File: src/rtl/adcs_pkg.sv
`timescale 1ns/1ps
package adcs_pkg;

  // Strobes from the control path to the datapath, each valid for one clk.
  typedef struct packed {
    logic fallEv;      // a counted falling serial edge
    logic holdLoad;    // hold instant: latch the selected sample
    logic shiftOut;    // falling edge that emits a sample/trailer bit
    logic ctrlShiftEn; // rising edge inside the control-word window
    logic ctrlDone;    // last control bit arrives now
    logic convEnd;     // final rising edge of a conversion
    logic frameIdle;   // select is high
  } adcsStrobe_t;

endpackage

File: src/rtl/adcs_sync.sv
`timescale 1ns/1ps
module adcs_sync #(
  parameter int WIDTH = 3,
  parameter int STAGES = 2,
  parameter logic [WIDTH-1:0] RST_VAL = '0
) (
  input  logic             clk,
  input  logic             rstN,
  input  logic [WIDTH-1:0] asyncIn,
  output logic [WIDTH-1:0] syncOut
);

  logic [WIDTH-1:0] stage [STAGES];

  for (genvar g = 0; g < STAGES; g++) begin : g_stage
    if (g == 0) begin : g_first
      always_ff @(posedge clk or negedge rstN) begin
        if (!rstN) stage[g] <= RST_VAL;
        else       stage[g] <= asyncIn;
      end
    end else begin : g_next
      always_ff @(posedge clk or negedge rstN) begin
        if (!rstN) stage[g] <= RST_VAL;
        else       stage[g] <= stage[g-1];
      end
    end
  end

  assign syncOut = stage[STAGES-1];

endmodule

File: src/rtl/adcs_ctrl.sv
`timescale 1ns/1ps
module adcs_ctrl
  import adcs_pkg::*;
#(
  parameter int CONV_LEN    = 16,
  parameter int CTRL_LEN    = 8,
  parameter int HOLD_EDGE   = 4,
  parameter int LEAD_ZEROS  = 4,
  parameter int SYNC_STAGES = 2
) (
  input  logic        clk,
  input  logic        rstN,
  input  logic        csN,
  input  logic        sclk,
  input  logic        sdi,
  output adcsStrobe_t strobes,
  output logic        serialIn,
  output logic        powerDown,
  output logic        trackPhase
);

  localparam int CNT_W = $clog2(CONV_LEN + 1);
  localparam logic [CNT_W-1:0] LAST_FALL = CNT_W'(CONV_LEN);
  localparam logic [CNT_W-1:0] LAST_RISE = CNT_W'(CONV_LEN - 1);
  localparam logic [CNT_W-1:0] HOLD_AT   = CNT_W'(HOLD_EDGE - 1);
  localparam logic [CNT_W-1:0] LEAD_CNT  = CNT_W'(LEAD_ZEROS);
  localparam logic [CNT_W-1:0] CTRL_CNT  = CNT_W'(CTRL_LEN);
  localparam logic [CNT_W-1:0] CTRL_LAST = CNT_W'(CTRL_LEN - 1);

  logic [2:0] pinsSync;
  logic csS, sclkS, csD, sclkD;
  logic fallEv, riseEv;
  logic [CNT_W-1:0] fallCnt, riseCnt;

  adcs_sync #(
    .WIDTH  (3),
    .STAGES (SYNC_STAGES),
    .RST_VAL(3'b100)
  ) u_sync (
    .clk    (clk),
    .rstN   (rstN),
    .asyncIn({csN, sclk, sdi}),
    .syncOut(pinsSync)
  );

  assign csS      = pinsSync[2];
  assign sclkS    = pinsSync[1];
  assign serialIn = pinsSync[0];

  always_ff @(posedge clk or negedge rstN) begin
    if (!rstN) begin
      csD   <= 1'b1;
      sclkD <= 1'b0;
    end else begin
      csD   <= csS;
      sclkD <= sclkS;
    end
  end

  // A fall is counted when the clock is low inside a frame and either the
  // clock just dropped or the frame just opened with the clock already low.
  assign fallEv = !csS && !sclkS && (csD || sclkD) && (fallCnt != LAST_FALL);
  // A rise is counted only inside an already open frame and after its fall.
  assign riseEv = !csS && !csD && sclkS && !sclkD && (riseCnt < fallCnt);

  always_ff @(posedge clk or negedge rstN) begin
    if (!rstN) begin
      fallCnt <= '0;
      riseCnt <= '0;
    end else if (csS) begin
      fallCnt <= '0;
      riseCnt <= '0;
    end else if (riseEv && (riseCnt == LAST_RISE)) begin
      fallCnt <= '0;
      riseCnt <= '0;
    end else begin
      if (fallEv) fallCnt <= fallCnt + 1'b1;
      if (riseEv) riseCnt <= riseCnt + 1'b1;
    end
  end

  always_comb begin
    strobes.fallEv      = fallEv;
    strobes.holdLoad    = fallEv && (fallCnt == HOLD_AT);
    strobes.shiftOut    = fallEv && (fallCnt >= LEAD_CNT);
    strobes.ctrlShiftEn = riseEv && (riseCnt < CTRL_CNT);
    strobes.ctrlDone    = riseEv && (riseCnt == CTRL_LAST);
    strobes.convEnd     = riseEv && (riseCnt == LAST_RISE);
    strobes.frameIdle   = csS;
  end

  assign trackPhase = (fallCnt != '0) && (fallCnt <= HOLD_AT);
  assign powerDown  = csS || (fallCnt == '0) || (fallCnt == LAST_FALL);

endmodule

File: src/rtl/adcs_datapath.sv
`timescale 1ns/1ps
module adcs_datapath
  import adcs_pkg::*;
#(
  parameter int DATA_W      = 10,
  parameter int NUM_CH      = 4,
  parameter int ADDR_LSB    = 3,
  parameter int TRAIL_ZEROS = 2
) (
  input  logic                     clk,
  input  logic                     rstN,
  input  adcsStrobe_t              strobes,
  input  logic                     serialIn,
  input  logic [NUM_CH*DATA_W-1:0] chanData,
  output logic                     sdoBit,
  output logic                     sdoOe
);

  localparam int ADDR_W  = $clog2(NUM_CH);
  localparam int SHIFT_W = DATA_W + TRAIL_ZEROS;
  // Only the control bits up to the address field are kept; older bits
  // (ignored fields) fall off the top of the window.
  localparam int KEEP_W  = ADDR_LSB + ADDR_W - 1;

  logic [DATA_W-1:0]  chanArr [NUM_CH];
  logic [DATA_W-1:0]  selSample;
  logic [SHIFT_W-1:0] outShift;
  logic [KEEP_W-1:0]  ctrlWin;
  logic [ADDR_W-1:0]  nextChan, curChan;
  logic               sdoReg, oeReg;

  for (genvar g = 0; g < NUM_CH; g++) begin : g_chan
    assign chanArr[g] = chanData[g*DATA_W +: DATA_W];
  end

  assign selSample = chanArr[curChan];

  // Address pipeline: captured mid-conversion, applied at conversion end.
  always_ff @(posedge clk or negedge rstN) begin
    if (!rstN) begin
      ctrlWin  <= '0;
      nextChan <= '0;
      curChan  <= '0;
    end else begin
      if (strobes.ctrlShiftEn) ctrlWin <= {ctrlWin[KEEP_W-2:0], serialIn};
      if (strobes.ctrlDone)    nextChan <= ctrlWin[KEEP_W-1 -: ADDR_W];
      if (strobes.convEnd)     curChan <= nextChan;
    end
  end

  // Sample hold and serial result shifter.
  always_ff @(posedge clk or negedge rstN) begin
    if (!rstN) begin
      outShift <= '0;
      sdoReg   <= 1'b0;
    end else begin
      if (strobes.holdLoad)      outShift <= {selSample, {TRAIL_ZEROS{1'b0}}};
      else if (strobes.shiftOut) outShift <= outShift << 1;
      if (strobes.fallEv)        sdoReg <= strobes.shiftOut ? outShift[SHIFT_W-1] : 1'b0;
    end
  end

  always_ff @(posedge clk or negedge rstN) begin
    if (!rstN) oeReg <= 1'b0;
    else       oeReg <= !strobes.frameIdle;
  end

  assign sdoBit = sdoReg;
  assign sdoOe  = oeReg;

endmodule

File: src/rtl/serial_adc_port.sv
`timescale 1ns/1ps
module serial_adc_port
  import adcs_pkg::*;
#(
  parameter int DATA_W      = 10,
  parameter int NUM_CH      = 4,
  parameter int CONV_LEN    = 16,
  parameter int CTRL_LEN    = 8,
  parameter int ADDR_LSB    = 3,
  parameter int HOLD_EDGE   = 4,
  parameter int LEAD_ZEROS  = 4,
  parameter int SYNC_STAGES = 2
) (
  input  logic                     clk,
  input  logic                     rstN,
  input  logic                     csN,
  input  logic                     sclk,
  input  logic                     sdi,
  input  logic [NUM_CH*DATA_W-1:0] chanData,
  output logic                     sdoBit,
  output logic                     sdoOe,
  output logic                     powerDown,
  output logic                     trackPhase
);

  localparam int TRAIL_ZEROS = CONV_LEN - LEAD_ZEROS - DATA_W;

  adcsStrobe_t strobes;
  logic        serialIn;

  adcs_ctrl #(
    .CONV_LEN   (CONV_LEN),
    .CTRL_LEN   (CTRL_LEN),
    .HOLD_EDGE  (HOLD_EDGE),
    .LEAD_ZEROS (LEAD_ZEROS),
    .SYNC_STAGES(SYNC_STAGES)
  ) u_ctrl (
    .clk       (clk),
    .rstN      (rstN),
    .csN       (csN),
    .sclk      (sclk),
    .sdi       (sdi),
    .strobes   (strobes),
    .serialIn  (serialIn),
    .powerDown (powerDown),
    .trackPhase(trackPhase)
  );

  adcs_datapath #(
    .DATA_W     (DATA_W),
    .NUM_CH     (NUM_CH),
    .ADDR_LSB   (ADDR_LSB),
    .TRAIL_ZEROS(TRAIL_ZEROS)
  ) u_dp (
    .clk     (clk),
    .rstN    (rstN),
    .strobes (strobes),
    .serialIn(serialIn),
    .chanData(chanData),
    .sdoBit  (sdoBit),
    .sdoOe   (sdoOe)
  );

endmodule

File: config.mk
export PLATFORM = sky130hd
export DESIGN_NAME = serial_adc_port
export DESIGN_NICKNAME = d
export VERILOG_FILES = /design/src/rtl/adcs_pkg.sv /design/src/rtl/adcs_sync.sv /design/src/rtl/adcs_ctrl.sv /design/src/rtl/adcs_datapath.sv /design/src/rtl/serial_adc_port.sv
export SDC_FILE = /design/constraint.sdc
export NUM_CORES = 1
export LEC_CHECK = 0
export BUFFER_PORTS_ARGS = -buffer_cell sky130_fd_sc_hd__buf_2
export CAP_MARGIN = 10
export CELL_PAD_IN_SITES_DETAIL_PLACEMENT = 1
export CELL_PAD_IN_SITES_GLOBAL_PLACEMENT = 2
export CORE_UTILIZATION = 37
export CTS_CLUSTER_SIZE = 28
export DETAILED_ROUTE_END_ITERATION = 8
export GPL_TIMING_DRIVEN = 1
export HOLD_SLACK_MARGIN = 0.03
export PLACE_DENSITY = 0.92
export SETUP_SLACK_MARGIN = 0.05
export SKIP_LAST_GASP = 1
export SLEW_MARGIN = 30
export SYNTH_ARGS = -nofsm -noshare
export SYNTH_HDL_FRONTEND = slang
export SYNTH_HIERARCHICAL = 1
export SYNTH_SLANG_ARGS = --single-unit
File: constraint.sdc
create_clock -name clk -period 3.72 [get_ports clk]
set_input_delay 0.372 -clock clk [delete_from_list [all_inputs] [get_ports clk]]
set_output_delay 0.372 -clock clk [all_outputs]
set_load 0.01 [all_outputs]
==> impl_metrics.csv <==
group,metric,value,unit
sta,final_hold_viol_count,0,
synth,yosysMostFrequentCell,"dfrtp_1",
finish,drive_above_1_share,0.354,
power_and_ir_drop,finalPower,0.814,mW
synth,synth_top_family_by_area,"multiplexers",
floorplanning,core-area,0.00551,mm^2
setup_path,crit_path_max_incr_delay,0.45,ns
synth,synth_compound_area_frac,0.100,
clock_tree,cts_buffers,5,
finish,antenna_cells,0,
synth,synth_flop_cell,"dfrtp_1",
setup_path,critPathKind,"register to register",
clock_tree,cts.path.max_buffers,2,
power_and_ir_drop,p_leak,1.15,nW
synth,syn_avg_cell_area,11.7,um^2
power_and_ir_drop,ir_drop,0.250,mV
setup_path,cp_max_fo,9,
setup_path,critPathLaunchType,"register",
placed_design,placed_cells,291,
global_routing,track_usage,0.156,
synth,syn-instance-count,181,
global_routing,overflow,0,
sta,relSlewSlack,0.391,
floorplanning,rows,27,
clock_tree,clock_sinks,38,
sta,drv_slew,0,
synth,synth-edff-count,0,
detailed_routing,routed_wl,4.42,mm
placed_design,pre_cts_ws,1.43,ns
finish,nets,280,
finish,fillers,629,
power_and_ir_drop,p_per_area,328,mW/mm^2
sta,rsz0062_at_grt,"no",
floorplanning,die_y,77.5,um
finish,regArea,955,um^2
setup_path,worst_ep_arrival_time,2.46,ns
sta,fmax,438,MHz
synth,syn-num-nets,233,
sta,worst_slack,1.44,ns
sta,fin_crit_sh,0.614,
finish,multi_input_area,0.00102,mm^2
placed_design,io_buffers,48,
sta,fin_setup_tns,0,ns
finish,utilization,0.451,
global_routing,grt_pass1_wl,7.27,mm
floorplanning,pin_count,49,
global_routing,grt_max_degree,39,
setup_path,critPathCaptureType,"register",
finish,area_growth,17.7,%
floorplanning,start_util,0.383,
synth,synth_warnings,6,
detailed_routing,drc_errors,0,
clock_tree,cts_max_level,2,
detailed_routing,dr_total_vias,1523,
sta,fin_crit,2.28,ns
detailed_routing,post_drt_wl_per_cell,14.7,um
synth,muxShareOfSynthArea,0.225,
synth,synth_xor_area_frac,0.0125,
detailed_routing,antenna_left,0,
synth,synth_top_area_frac,0.415,
detailed_routing,initialDrtViolationCount,46,
setup_path,r2r_slack,1.44,ns
synth,synth_common_cells,"dfrtp_1 (35), mux2_1 (13), mux2i_1 (13), nor2_1 (13), a31oi_1 (10)",
detailed_routing,avgViaCountPerCell,5.06,
synth,synthAdderAreaFrac,0.0415,
run,cap_viol_max_count,0,
synth,yosys.area_share.simple,0.104,
synth,synth-seq-cells,38,
sta,setup_viol,0,
clock_tree,cts_tree,"built",
floorplanning,die_area,0.00601,mm^2
synth,synthDistinctLibCells,37,
floorplanning,die_x,77.5,um
run_status,status,"complete, no violations",
clock_tree,postCtsSetupBuffers,0,
setup_path,crit_slowest_cell,"dfrtp_1",
clock_tree,clockRootBuffer,"clkbuf_8",
global_routing,antenna_found_initial,0,
synth,synth_area_leader_cell,"dfrtp_1",
sta,skew,0.00358,ns
synth,synthesis.area,0.00211,mm^2
setup_path,crit_required,3.89,ns
synth,ys_seq_area_frac,0.453,
synth,synth_area_leaders,"dfrtp_1 (42%), mux2_1 (6.9%), mux2i_1 (6.2%), mux2_4 (5.7%), ha_1 (4.2%)",
hold_path,min_path_type,"primary input to register",
global_routing,grt_pass1_vias,1571,
clock_tree,clk_latency,0.29,ns
detailed_routing,drt_pass1_iterations,4,
sta,worst_pin_slew,0.914,ns
placed_design,gp_congestion,0.775,
setup_path,crit_chain,"inv_1, ha_1, a21oi_1, o21ai_1, a31oi_4, nand2b_1, nor2_1, mux2_1",
clock_tree,clkTransAtPathRegs,0.07,ns
placed_design,hpwl,3.25,mm
finish,final_cell_count_no_fill,301,
synth,async_reset_ff_frac,1.00,
worst max-delay path: cells and delay by family (launching register included):
kind | cells | cell delay [ns]
AO/OA/AOI/OAI | 3 | 0.58
flip-flops | 1 | 0.45
AND/OR/NAND/NOR | 2 | 0.40
multiplexers | 1 | 0.36
adder cells (fa/ha/maj) | 1 | 0.31
buffers and inverters | 1 | 0.07
per-layer routing:
layer / track usage / vias to the layer above / routed length, um
li1: - / 739 / -
met3: 0.0459 / 7 / 253
met2: 0.264 / 41 / 2140
met5: 0 / - / 0
met1: 0.185 / 736 / 1960
met4: 0.0623 / 0 / 65
metrics by stage:
stage / area, um^2 / hold slack, ns
after global routing: 2480 / 0.152
after CTS: 2450 / 0.162
after floorplan: 2110 / 0.0764
after detailed placement: 2350 / 0.341
final: 2480 / 0.176
after global placement: 2350 / 0.334
kinds of logic after synthesis:
family          after synthesis
flops                        38
buf+inv                      20
mux                          40
fa+ha+maj                     7
xor+xnor                      3
compound gates               31
simple gates                 42
state kept, by name, indices dropped and copies added (netlist names):
register	cells
u_ctrl/fallCnt	5
u_ctrl/riseCnt	5
u_ctrl/u_sync/stage	3
u_dp/outShift	10
u_dp/sdoOe	1
u_ctrl/sclkD	1
u_dp/curChan	2
u_ctrl/u_sync/syncOut	3
u_ctrl/csD	1
u_dp/sdoBit	1
u_dp/nextChan	2
u_dp/ctrlWin	4
power by group:
group	internal [mW]	switching, mW	total [mW]
clock network	0.149	0.144	0.292
logic	0.0454	0.0356	0.0810
registers	0.430	0.0108	0.440
total	0.624	0.190	0.814
cell type report:
type | instances | area share
Clock inverter | 2 | 0.00504
Multi-Input combinational cell | 123 | 0.411
Inverter | 8 | 0.0121
Timing Repair Buffer | 52 | 0.118
Clock buffer | 6 | 0.0332
Sequential cell | 38 | 0.384
Tap cell | 72 | 0.0363
path summary, 6_finish.rpt:
check	start	to	cells past startpoint
setup / recovery	u_ctrl/fallCnt[2]	u_dp/ctrlWin[1]	8
hold / removal	csN	u_ctrl/u_sync/stage[5]	1
setup reg to reg	u_ctrl/fallCnt[2]	u_dp/ctrlWin[1]	8
hold reg to reg	u_ctrl/u_sync/stage[3]	u_ctrl/u_sync/syncOut[0]	0
max in group asynchronous	rstN	u_ctrl/csD	3
min in group asynchronous	rstN	u_ctrl/u_sync/stage[4]	2
cells in the final DEF (no fill, tap or decap), types with 2 or more instances in the layout:
| cell | netlist | layout |
|---|---|---|
| nand4_1 | 2 | 2 |
| nor2b_1 | 2 | 2 |
| nor3_1 | 2 | 2 |
| mux2_4 | 8 | 8 |
| dfrtp_1 | 35 | 35 |
| nand3_1 | 3 | 3 |
| buf_2 | 4 | 48 |
| mux2i_1 | 13 | 13 |
| clkbuf_8 | 0 | 6 |
| a31oi_1 | 10 | 10 |
| a21o_1 | 2 | 2 |
| xnor2_1 | 3 | 3 |
| inv_1 | 7 | 7 |
| a21oi_1 | 2 | 2 |
| and3_1 | 2 | 2 |
| nor2_1 | 13 | 13 |
| nand2b_1 | 5 | 5 |
| o22ai_1 | 9 | 9 |
| dfstp_2 | 3 | 3 |
| nand2_1 | 8 | 8 |
| ha_1 | 7 | 7 |
| o21ai_1 | 4 | 4 |
| mux2_2 | 5 | 5 |
| mux2_1 | 13 | 13 |
| buf_4 | 4 | 2 |
what timing repair did:
action                                 CTS  global route
hold buffers                             0             1
resized for setup                        0             0
endpoints found under the hold margin    0            12
(Power assumes the default switching activity.)
